### config.mk
export PLATFORM = sky130hd
export DESIGN_NAME = wdt_guard
export DESIGN_NICKNAME = d
export VERILOG_FILES = /design/src/rtl/wdt_pkg.sv /design/src/rtl/wdt_prescale.sv /design/src/rtl/wdt_codegen.sv /design/src/rtl/wdt_countdown.sv /design/src/rtl/wdt_guard.sv
export SDC_FILE = /design/constraint.sdc
export NUM_CORES = 1
export LEC_CHECK = 0
export ABC_AREA = 1
export BUFFER_PORTS_ARGS = -buffer_cell sky130_fd_sc_hd__buf_2
export CAP_MARGIN = 20
export CORE_MARGIN = 2
export CORE_UTILIZATION = 37
export DETAILED_ROUTE_END_ITERATION = 6
export MAX_ROUTING_LAYER = met4
export PLACE_DENSITY_LB_ADDON = 0.2
export SLEW_MARGIN = 20
export SYNTH_ARGS = -nofsm -noshare
export SYNTH_HDL_FRONTEND = slang
export SYNTH_SLANG_ARGS = --single-unit
### constraint.sdc
create_clock -name clk -period 3.1 [get_ports clk]
set_input_delay 0.31 -clock clk [delete_from_list [all_inputs] [get_ports clk]]
set_output_delay 0.31 -clock clk [all_outputs]
set_load 0.03 [all_outputs]
### src/rtl/wdt_pkg.sv
package wdt_pkg;
  localparam int unsigned DATA_W = 32;
  localparam int unsigned IDX_W  = 3;

  typedef enum logic [IDX_W-1:0] {
    IDX_CTRL    = 3'd0,
    IDX_COUNT   = 3'd1,
    IDX_IRQ_TO  = 3'd2,
    IDX_RES_TO  = 3'd3,
    IDX_RAW     = 3'd4,
    IDX_MASKED  = 3'd5,
    IDX_MSK_SET = 3'd6,
    IDX_MSK_CLR = 3'd7
  } reg_idx_e;

  localparam int unsigned BIT_IRQ  = 24;
  localparam int unsigned BIT_TRIG = 28;
  localparam int unsigned BIT_WEN  = 31;
endpackage

### src/rtl/wdt_prescale.sv
module wdt_prescale #(
  parameter int unsigned DIV = 10000
) (
  input  logic clk,
  input  logic rst_n,
  input  logic en_i,
  input  logic clr_i,
  output logic tick_o
);
  localparam int unsigned CW = (DIV > 2) ? $clog2(DIV) : 1;
  localparam logic [CW-1:0] LAST = CW'(DIV - 1);

  logic [CW-1:0] cnt_q, cnt_d;
  logic          wrap;

  assign wrap   = en_i && (cnt_q == LAST);
  assign tick_o = wrap && !clr_i;

  always_comb begin
    cnt_d = cnt_q;
    if (clr_i)      cnt_d = '0;
    else if (wrap)  cnt_d = '0;
    else if (en_i)  cnt_d = cnt_q + 1'b1;
  end

  always_ff @(posedge clk or negedge rst_n) begin
    if (!rst_n) cnt_q <= '0;
    else        cnt_q <= cnt_d;
  end

  AST_PRESC_RANGE: assert property (@(posedge clk) disable iff (!rst_n)
    cnt_q <= LAST);
endmodule

### src/rtl/wdt_codegen.sv
module wdt_codegen #(
  parameter int unsigned W     = 20,
  parameter int unsigned TAP_A = 20,
  parameter int unsigned TAP_B = 17,
  parameter logic [W-1:0] SEED = 20'h5A5A5
) (
  input  logic         clk,
  input  logic         rst_n,
  input  logic         adv_i,
  output logic [W-1:0] code_o
);
  logic [W-1:0] sr_q, sr_d;
  logic         fb;

  assign fb = sr_q[TAP_A-1] ^ sr_q[TAP_B-1];

  always_comb begin
    sr_d = sr_q;
    if (adv_i) sr_d = {sr_q[W-2:0], fb};
  end

  always_ff @(posedge clk or negedge rst_n) begin
    if (!rst_n) sr_q <= SEED;
    else        sr_q <= sr_d;
  end

  assign code_o = sr_q;

  AST_CODE_HOLD: assert property (@(posedge clk) disable iff (!rst_n)
    !adv_i |=> $stable(code_o));
  AST_CODE_NONZERO: assert property (@(posedge clk) disable iff (!rst_n)
    code_o != '0);
endmodule

### src/rtl/wdt_countdown.sv
module wdt_countdown #(
  parameter int unsigned TO_W  = 16,
  parameter int unsigned CNT_W = 17
) (
  input  logic             clk,
  input  logic             rst_n,
  input  logic             trig_i,
  input  logic             tick_i,
  input  logic [TO_W-1:0]  irq_to_i,
  input  logic [TO_W-1:0]  res_to_i,
  output logic [CNT_W-1:0] cnt_o,
  output logic             run_o,
  output logic             irq_hit_o,
  output logic             rst_req_o
);
  logic [CNT_W-1:0] cnt_q, cnt_d, load_val, cnt_dec, res_ext;
  logic             armed_q, armed_d;
  logic             rst_q, rst_d;
  logic             to_valid, step;

  assign load_val = CNT_W'(irq_to_i) + CNT_W'(res_to_i);
  assign res_ext  = CNT_W'(res_to_i);
  assign cnt_dec  = cnt_q - 1'b1;
  assign to_valid = (irq_to_i != '0) && (res_to_i != '0);
  assign run_o    = armed_q && to_valid && (cnt_q != '0);
  assign step     = run_o && tick_i && !trig_i;

  always_comb begin
    cnt_d   = cnt_q;
    armed_d = armed_q;
    rst_d   = rst_q;
    if (trig_i) begin
      cnt_d   = load_val;
      armed_d = 1'b1;
    end else if (step) begin
      cnt_d = cnt_dec;
      if (cnt_dec == '0) rst_d = 1'b1;
    end
  end

  assign irq_hit_o = step && (cnt_dec == res_ext);

  always_ff @(posedge clk or negedge rst_n) begin
    if (!rst_n) begin
      cnt_q   <= '0;
      armed_q <= 1'b0;
      rst_q   <= 1'b0;
    end else begin
      cnt_q   <= cnt_d;
      armed_q <= armed_d;
      rst_q   <= rst_d;
    end
  end

  assign cnt_o     = cnt_q;
  assign rst_req_o = rst_q;

  AST_TRIG_LOAD: assert property (@(posedge clk) disable iff (!rst_n)
    trig_i |=> cnt_q == $past(load_val));
  AST_CNT_STEP: assert property (@(posedge clk) disable iff (!rst_n)
    !trig_i |=> (cnt_q == $past(cnt_q)) || (cnt_q == $past(cnt_q) - 1'b1));
  AST_RST_STICKY: assert property (@(posedge clk) disable iff (!rst_n)
    rst_q |=> rst_q);
  AST_ZERO_HOLD: assert property (@(posedge clk) disable iff (!rst_n)
    (!to_valid && !trig_i) |=> $stable(cnt_q));
endmodule

### src/rtl/wdt_guard.sv
module wdt_guard #(
  parameter int unsigned ADDR_W   = 5,
  parameter int unsigned TICK_DIV = 10000,
  parameter int unsigned CODE_W   = 20,
  parameter int unsigned TO_W     = 16,
  parameter int unsigned CNT_W    = 17,
  parameter logic [CODE_W-1:0] CODE_SEED = 20'h5A5A5
) (
  input  logic              clk,
  input  logic              rst_n,
  input  logic              bus_sel_i,
  input  logic              bus_wr_i,
  input  logic [ADDR_W-1:0] bus_addr_i,
  input  logic [31:0]       bus_wdata_i,
  output logic [31:0]       bus_rdata_o,
  output logic              irq_o,
  output logic              rst_req_o
);
  import wdt_pkg::*;

  localparam int unsigned IDX_LSB = 2;

  reg_idx_e          idx;
  logic              wr_en, ctrl_wr, code_ok, ctrl_acc;
  logic              trig, tick, run, irq_hit;
  logic [CODE_W-1:0] code;
  logic [CNT_W-1:0]  cnt;

  logic [TO_W-1:0]   irq_to_q, irq_to_d, res_to_q, res_to_d;
  logic              wen_q, wen_d;
  logic              raw_q, raw_d;
  logic              mask_q, mask_d;

  assign idx      = reg_idx_e'(bus_addr_i[IDX_LSB +: IDX_W]);
  assign wr_en    = bus_sel_i && bus_wr_i;
  assign ctrl_wr  = wr_en && (idx == IDX_CTRL);
  assign code_ok  = (bus_wdata_i[CODE_W-1:0] == code);
  assign ctrl_acc = ctrl_wr && code_ok;
  assign trig     = ctrl_acc && bus_wdata_i[BIT_TRIG];

  wdt_codegen #(
    .W     (CODE_W),
    .TAP_A (20),
    .TAP_B (17),
    .SEED  (CODE_SEED)
  ) u_code (
    .clk    (clk),
    .rst_n  (rst_n),
    .adv_i  (ctrl_acc),
    .code_o (code)
  );

  wdt_prescale #(
    .DIV (TICK_DIV)
  ) u_presc (
    .clk    (clk),
    .rst_n  (rst_n),
    .en_i   (run),
    .clr_i  (trig),
    .tick_o (tick)
  );

  wdt_countdown #(
    .TO_W  (TO_W),
    .CNT_W (CNT_W)
  ) u_cd (
    .clk       (clk),
    .rst_n     (rst_n),
    .trig_i    (trig),
    .tick_i    (tick),
    .irq_to_i  (irq_to_q),
    .res_to_i  (res_to_q),
    .cnt_o     (cnt),
    .run_o     (run),
    .irq_hit_o (irq_hit),
    .rst_req_o (rst_req_o)
  );

  always_comb begin
    irq_to_d = irq_to_q;
    res_to_d = res_to_q;
    wen_d    = wen_q;
    raw_d    = raw_q;
    mask_d   = mask_q;
    if (ctrl_acc) wen_d = bus_wdata_i[BIT_WEN];
    if (wr_en && wen_q && (idx == IDX_IRQ_TO)) irq_to_d = bus_wdata_i[TO_W-1:0];
    if (wr_en && wen_q && (idx == IDX_RES_TO)) res_to_d = bus_wdata_i[TO_W-1:0];
    if (wr_en && (idx == IDX_MSK_SET) && bus_wdata_i[0]) mask_d = 1'b1;
    if (wr_en && (idx == IDX_MSK_CLR) && bus_wdata_i[0]) mask_d = 1'b0;
    if (irq_hit) begin
      raw_d = 1'b1;
    end else if ((wr_en && (idx == IDX_RAW) && bus_wdata_i[0]) ||
                 (ctrl_acc && bus_wdata_i[BIT_IRQ])) begin
      raw_d = 1'b0;
    end
  end

  always_ff @(posedge clk or negedge rst_n) begin
    if (!rst_n) begin
      irq_to_q <= '0;
      res_to_q <= '0;
      wen_q    <= 1'b0;
      raw_q    <= 1'b0;
      mask_q   <= 1'b0;
    end else begin
      irq_to_q <= irq_to_d;
      res_to_q <= res_to_d;
      wen_q    <= wen_d;
      raw_q    <= raw_d;
      mask_q   <= mask_d;
    end
  end

  always_comb begin
    bus_rdata_o = '0;
    unique case (idx)
      IDX_CTRL: begin
        bus_rdata_o[CODE_W-1:0] = code;
        bus_rdata_o[BIT_IRQ]    = raw_q;
        bus_rdata_o[BIT_WEN]    = wen_q;
      end
      IDX_COUNT:   bus_rdata_o[CNT_W-1:0] = cnt;
      IDX_IRQ_TO:  bus_rdata_o[TO_W-1:0]  = irq_to_q;
      IDX_RES_TO:  bus_rdata_o[TO_W-1:0]  = res_to_q;
      IDX_RAW:     bus_rdata_o[0]         = raw_q;
      IDX_MASKED:  bus_rdata_o[0]         = raw_q & mask_q;
      IDX_MSK_SET: bus_rdata_o[0]         = mask_q;
      IDX_MSK_CLR: bus_rdata_o[0]         = mask_q;
      default:     bus_rdata_o            = '0;
    endcase
  end

  assign irq_o = raw_q & mask_q;

  AST_BAD_CODE: assert property (@(posedge clk) disable iff (!rst_n)
    (ctrl_wr && !code_ok) |=> $stable(wen_q));
  AST_TO_LOCK: assert property (@(posedge clk) disable iff (!rst_n)
    (wr_en && !wen_q) |=> $stable(irq_to_q) && $stable(res_to_q));
  AST_IRQ_SET: assert property (@(posedge clk) disable iff (!rst_n)
    irq_hit |=> raw_q);
  AST_TRIG_BIT_ZERO: assert property (@(posedge clk) disable iff (!rst_n)
    (idx == IDX_CTRL) |-> !bus_rdata_o[BIT_TRIG]);
endmodule

==> flow_summary.yaml <==
status:
  status: "complete, but fails checks"
  violations: "negative hold slack"
cts:
  path_clk_slew_ns: 0.07
  cts_buffer_depth: 2
  cts_root_buf: "clkbuf_16"
  insertion_delay_ns: 0.36
  cts_hold_buf: 0
  h-tree-depth: 3
  cts_tree: "built"
  numCtsBuffers: 9
  cts_sinks: 88
  ctsResizeCount: 0
  post_cts_buffers: 0
yosys:
  synth.distinct_cells: 51
  synth_commonest_cells: "nand2_1, nor2_1, inv_1, nand3_1, dfrtp_1"
  yosysMostFrequentCell: "nand2_1"
  synth_edf_count: 0
  avgSynthCellArea_um2: 6.87
  yosys.area.top_type: "dfrtp_1"
  yosysWarnings: 0
  synth_seq_cells: 88
  netlist_instances: 976
  synth_top_area_share_pct: 29.1
  synth_area_um2: 6710
  synthFlopType: "dfrtp_1"
  ys_seq_area_share_pct: 33.0
  ys_async_sr_fraction_pct: 100
  synth_area_leaders: "dfrtp_1, nand2_1, nand3_1"
pwr:
  switchingPower_mw: 1.24
  intPower_mw: 2.37
  power.leakage_nw: 3.66
  power_mw: 3.61
  combPwrFrac_pct: 24.8
  seqPwrFrac_pct: 38.5
  switching_share_pct: 34.3
  vdd_drop_max_uv: 294
  power_frac_clock_pct: 36.7
  powerDensity_nw_per_um2: 479
route:
  firstDrtPassIters: 5
  ant_nets: 0
  drt_wl_total_um: 20900
  drc: 0
  avgViaCountPerCell: 5.14
  drt_iter0_markers: 375
  vias: 6490
  post_drt_wl_per_cell_um: 16.5
timing:
  skew_ns: 0.00953
  report.final.slew_viol_count: 0
  tightest_slew_ns: 0.893
  period_needed_ns: 2.47
  finalCritPeriodShare_pct: 79.8
  holdWs_ns: -0.0165
  setup_viol: 0
  max_freq_mhz: 404
  hold_viol: 14
  tns_ns: 0
  slew_headroom_pct: 40.3
  rsz0062_at_grt: "no"
final_layout:
  fin_cells: 1262
  synthToLayoutAreaGrowth_pct: 12.3
  drive_above_1_share_pct: 14.9
  diodes: 0
  finalNetCount: 1089
placement:
  dpl.cell_count: 1246
  gp_congestion: 0.949
  portBuffers: 53
  dp_hpwl_um: 16700
die:
  num_rows: 49
  die_w_um: 139
  ios: 75
  initial_core_util_pct: 37.5
  core-area_um2: 17900
  die_h_um: 139
  die_area_um2: 19200
setup_path:
  worst_ep_arrival_time_ns: 2.71
  worst-setup-path-type: "flip-flop to flip-flop"
  cp-start-kind: "flip-flop"
  r2r-start: "irq_to_q[0]"
  r2r_end: "u_cd.cnt_o[10]"
  crit_fanout: 4
  r2r_cells: 10
  cp-end-kind: "flip-flop"
  required_ns: 3.33
  reg2reg_slack_ns: 0.63
global_routing:
  grt_remaining_overflow: 0
  grtUsageTotal_pct: 22.9
  grt_use_met3_pct: 2.94
  grt.busiest_layer: "met2"
  antenna_found_initial: 0
  grt_pass1_wl_um: 33500
  gr-usage-met1_pct: 30.0
  grt_max_degree: 51
  grt_use_met2_pct: 36.1
  grt_pass1_vias: 6251
hold_path:
  hold_path.class: "input pin to async pin"
run:
  maxCapViolations: 0
## logic make-up (layout without fill, tap and decap cells)
family | Yosys count | count (layout) | synth area share (%)
flops | 88 | 88 | 33.0
simple gates | 521 | 521 | 34.6
other cells | 1 | 10 | 0.0559
buf+inv | 154 | 202 | 9.88
fa+ha+maj | 20 | 20 | 3.84
xor+xnor | 29 | 29 | 3.79
compound gates | 163 | 163 | 14.8
## power groups by stage
stage	registers [mW]	logic [mW]	clock network, mW
after floorplan	1.35	0.655	0
after global placement	1.40	0.889	0
after detailed placement	1.41	0.887	0
after CTS	1.39	0.895	1.35
after global routing	1.40	1.01	1.39
final	1.39	0.895	1.32
## worst max-delay path: stages (launching register included)
cell     delay (ns)
dfrtp_1        0.44
ha_1           0.25
inv_1          0.07
fa_1           0.39
o21ai_0        0.40
nand2_1        0.09
nand2_1        0.16
a21oi_1        0.11
xnor2_1        0.14
o21ai_0        0.23
nand2_1        0.08
## how the worst max path moves through the flow
stage	startpoint	endpoint	cells past startpoint
after floorplan	res_to_q[0]	u_cd.cnt_o[10]	10
after global placement	irq_to_q[0]	u_cd.cnt_o[10]	10
after detailed placement	irq_to_q[0]	u_cd.cnt_o[10]	10
after CTS	irq_to_q[0]	u_cd.cnt_o[10]	10
after global routing	irq_to_q[0]	u_cd.cnt_o[10]	10
final	irq_to_q[0]	u_cd.cnt_o[10]	10
## metal layers
| metal | part of all wire, % | vias to the layer above | routed length, um |
|---|---|---|---|
| met5 | 0 | - | 0 |
| met4 | 3.6 | 0 | 746 |
| met3 | 3.2 | 45 | 676 |
| met2 | 46 | 135 | 9550 |
| met1 | 47 | 3012 | 9880 |
| li1 | - | 3298 | - |
## per-stage QoR
| step | setup slack, ns | util (%) | cell area (um2) |
|---|---|---|---|
| finish | 0.626 | 42.1 | 7530 |
| floorplan | 1.11 | - | 6740 |
| global placement | 0.650 | 40.1 | 7180 |
| CTS | 0.654 | 42.1 | 7530 |
| global route | 0.332 | 42.1 | 7530 |
| detailed placement | 0.649 | 40.1 | 7180 |
## placed cells by master, fill, tap and decap left out, types with 4 or more instances in the layout
cell type    n
dfstp_2     10
nand3_1     79
inv_1       99
nand4_1     15
nor2_4       4
o21ai_0     65
o221ai_1    15
a21oi_1     30
nand2_1    267
ha_1        19
o22ai_1      5
nor2_2       9
nand3_2      4
o211ai_2     5
nor3_1      12
nand2_4      4
buf_4       14
inv_2       19
dfrtp_1     78
xor2_1      20
buf_2       52
a22oi_1     15
conb_1      10
nor2_1     104
clkbuf_16    9
xnor2_1      9
nand3b_1     5
o21ai_1     14
## layout make-up
cell class              count  area, um2
clock buffers              10        239
clock inverters             6        114
fillers                  1929      10400
inverters                 120        450
multi-input cells         743       3860
flip-flops and latches     88       2210
well taps                 229        287
repair buffers             66        365
## flip-flops by register name, summed over array words and instances (netlist names)
| register | flops |
|---|---|
| res_to_q | 16 |
| u_code.code_o | 20 |
| irq_to_q | 16 |
| raw_q | 1 |
| mask_q | 1 |
| u_presc.cnt_q | 14 |
| u_cd.armed_q | 1 |
| u_cd.rst_req_o | 1 |
| u_cd.cnt_o | 17 |
| wen_q | 1 |
No activity file was read; power rests on OpenSTA's default activity.
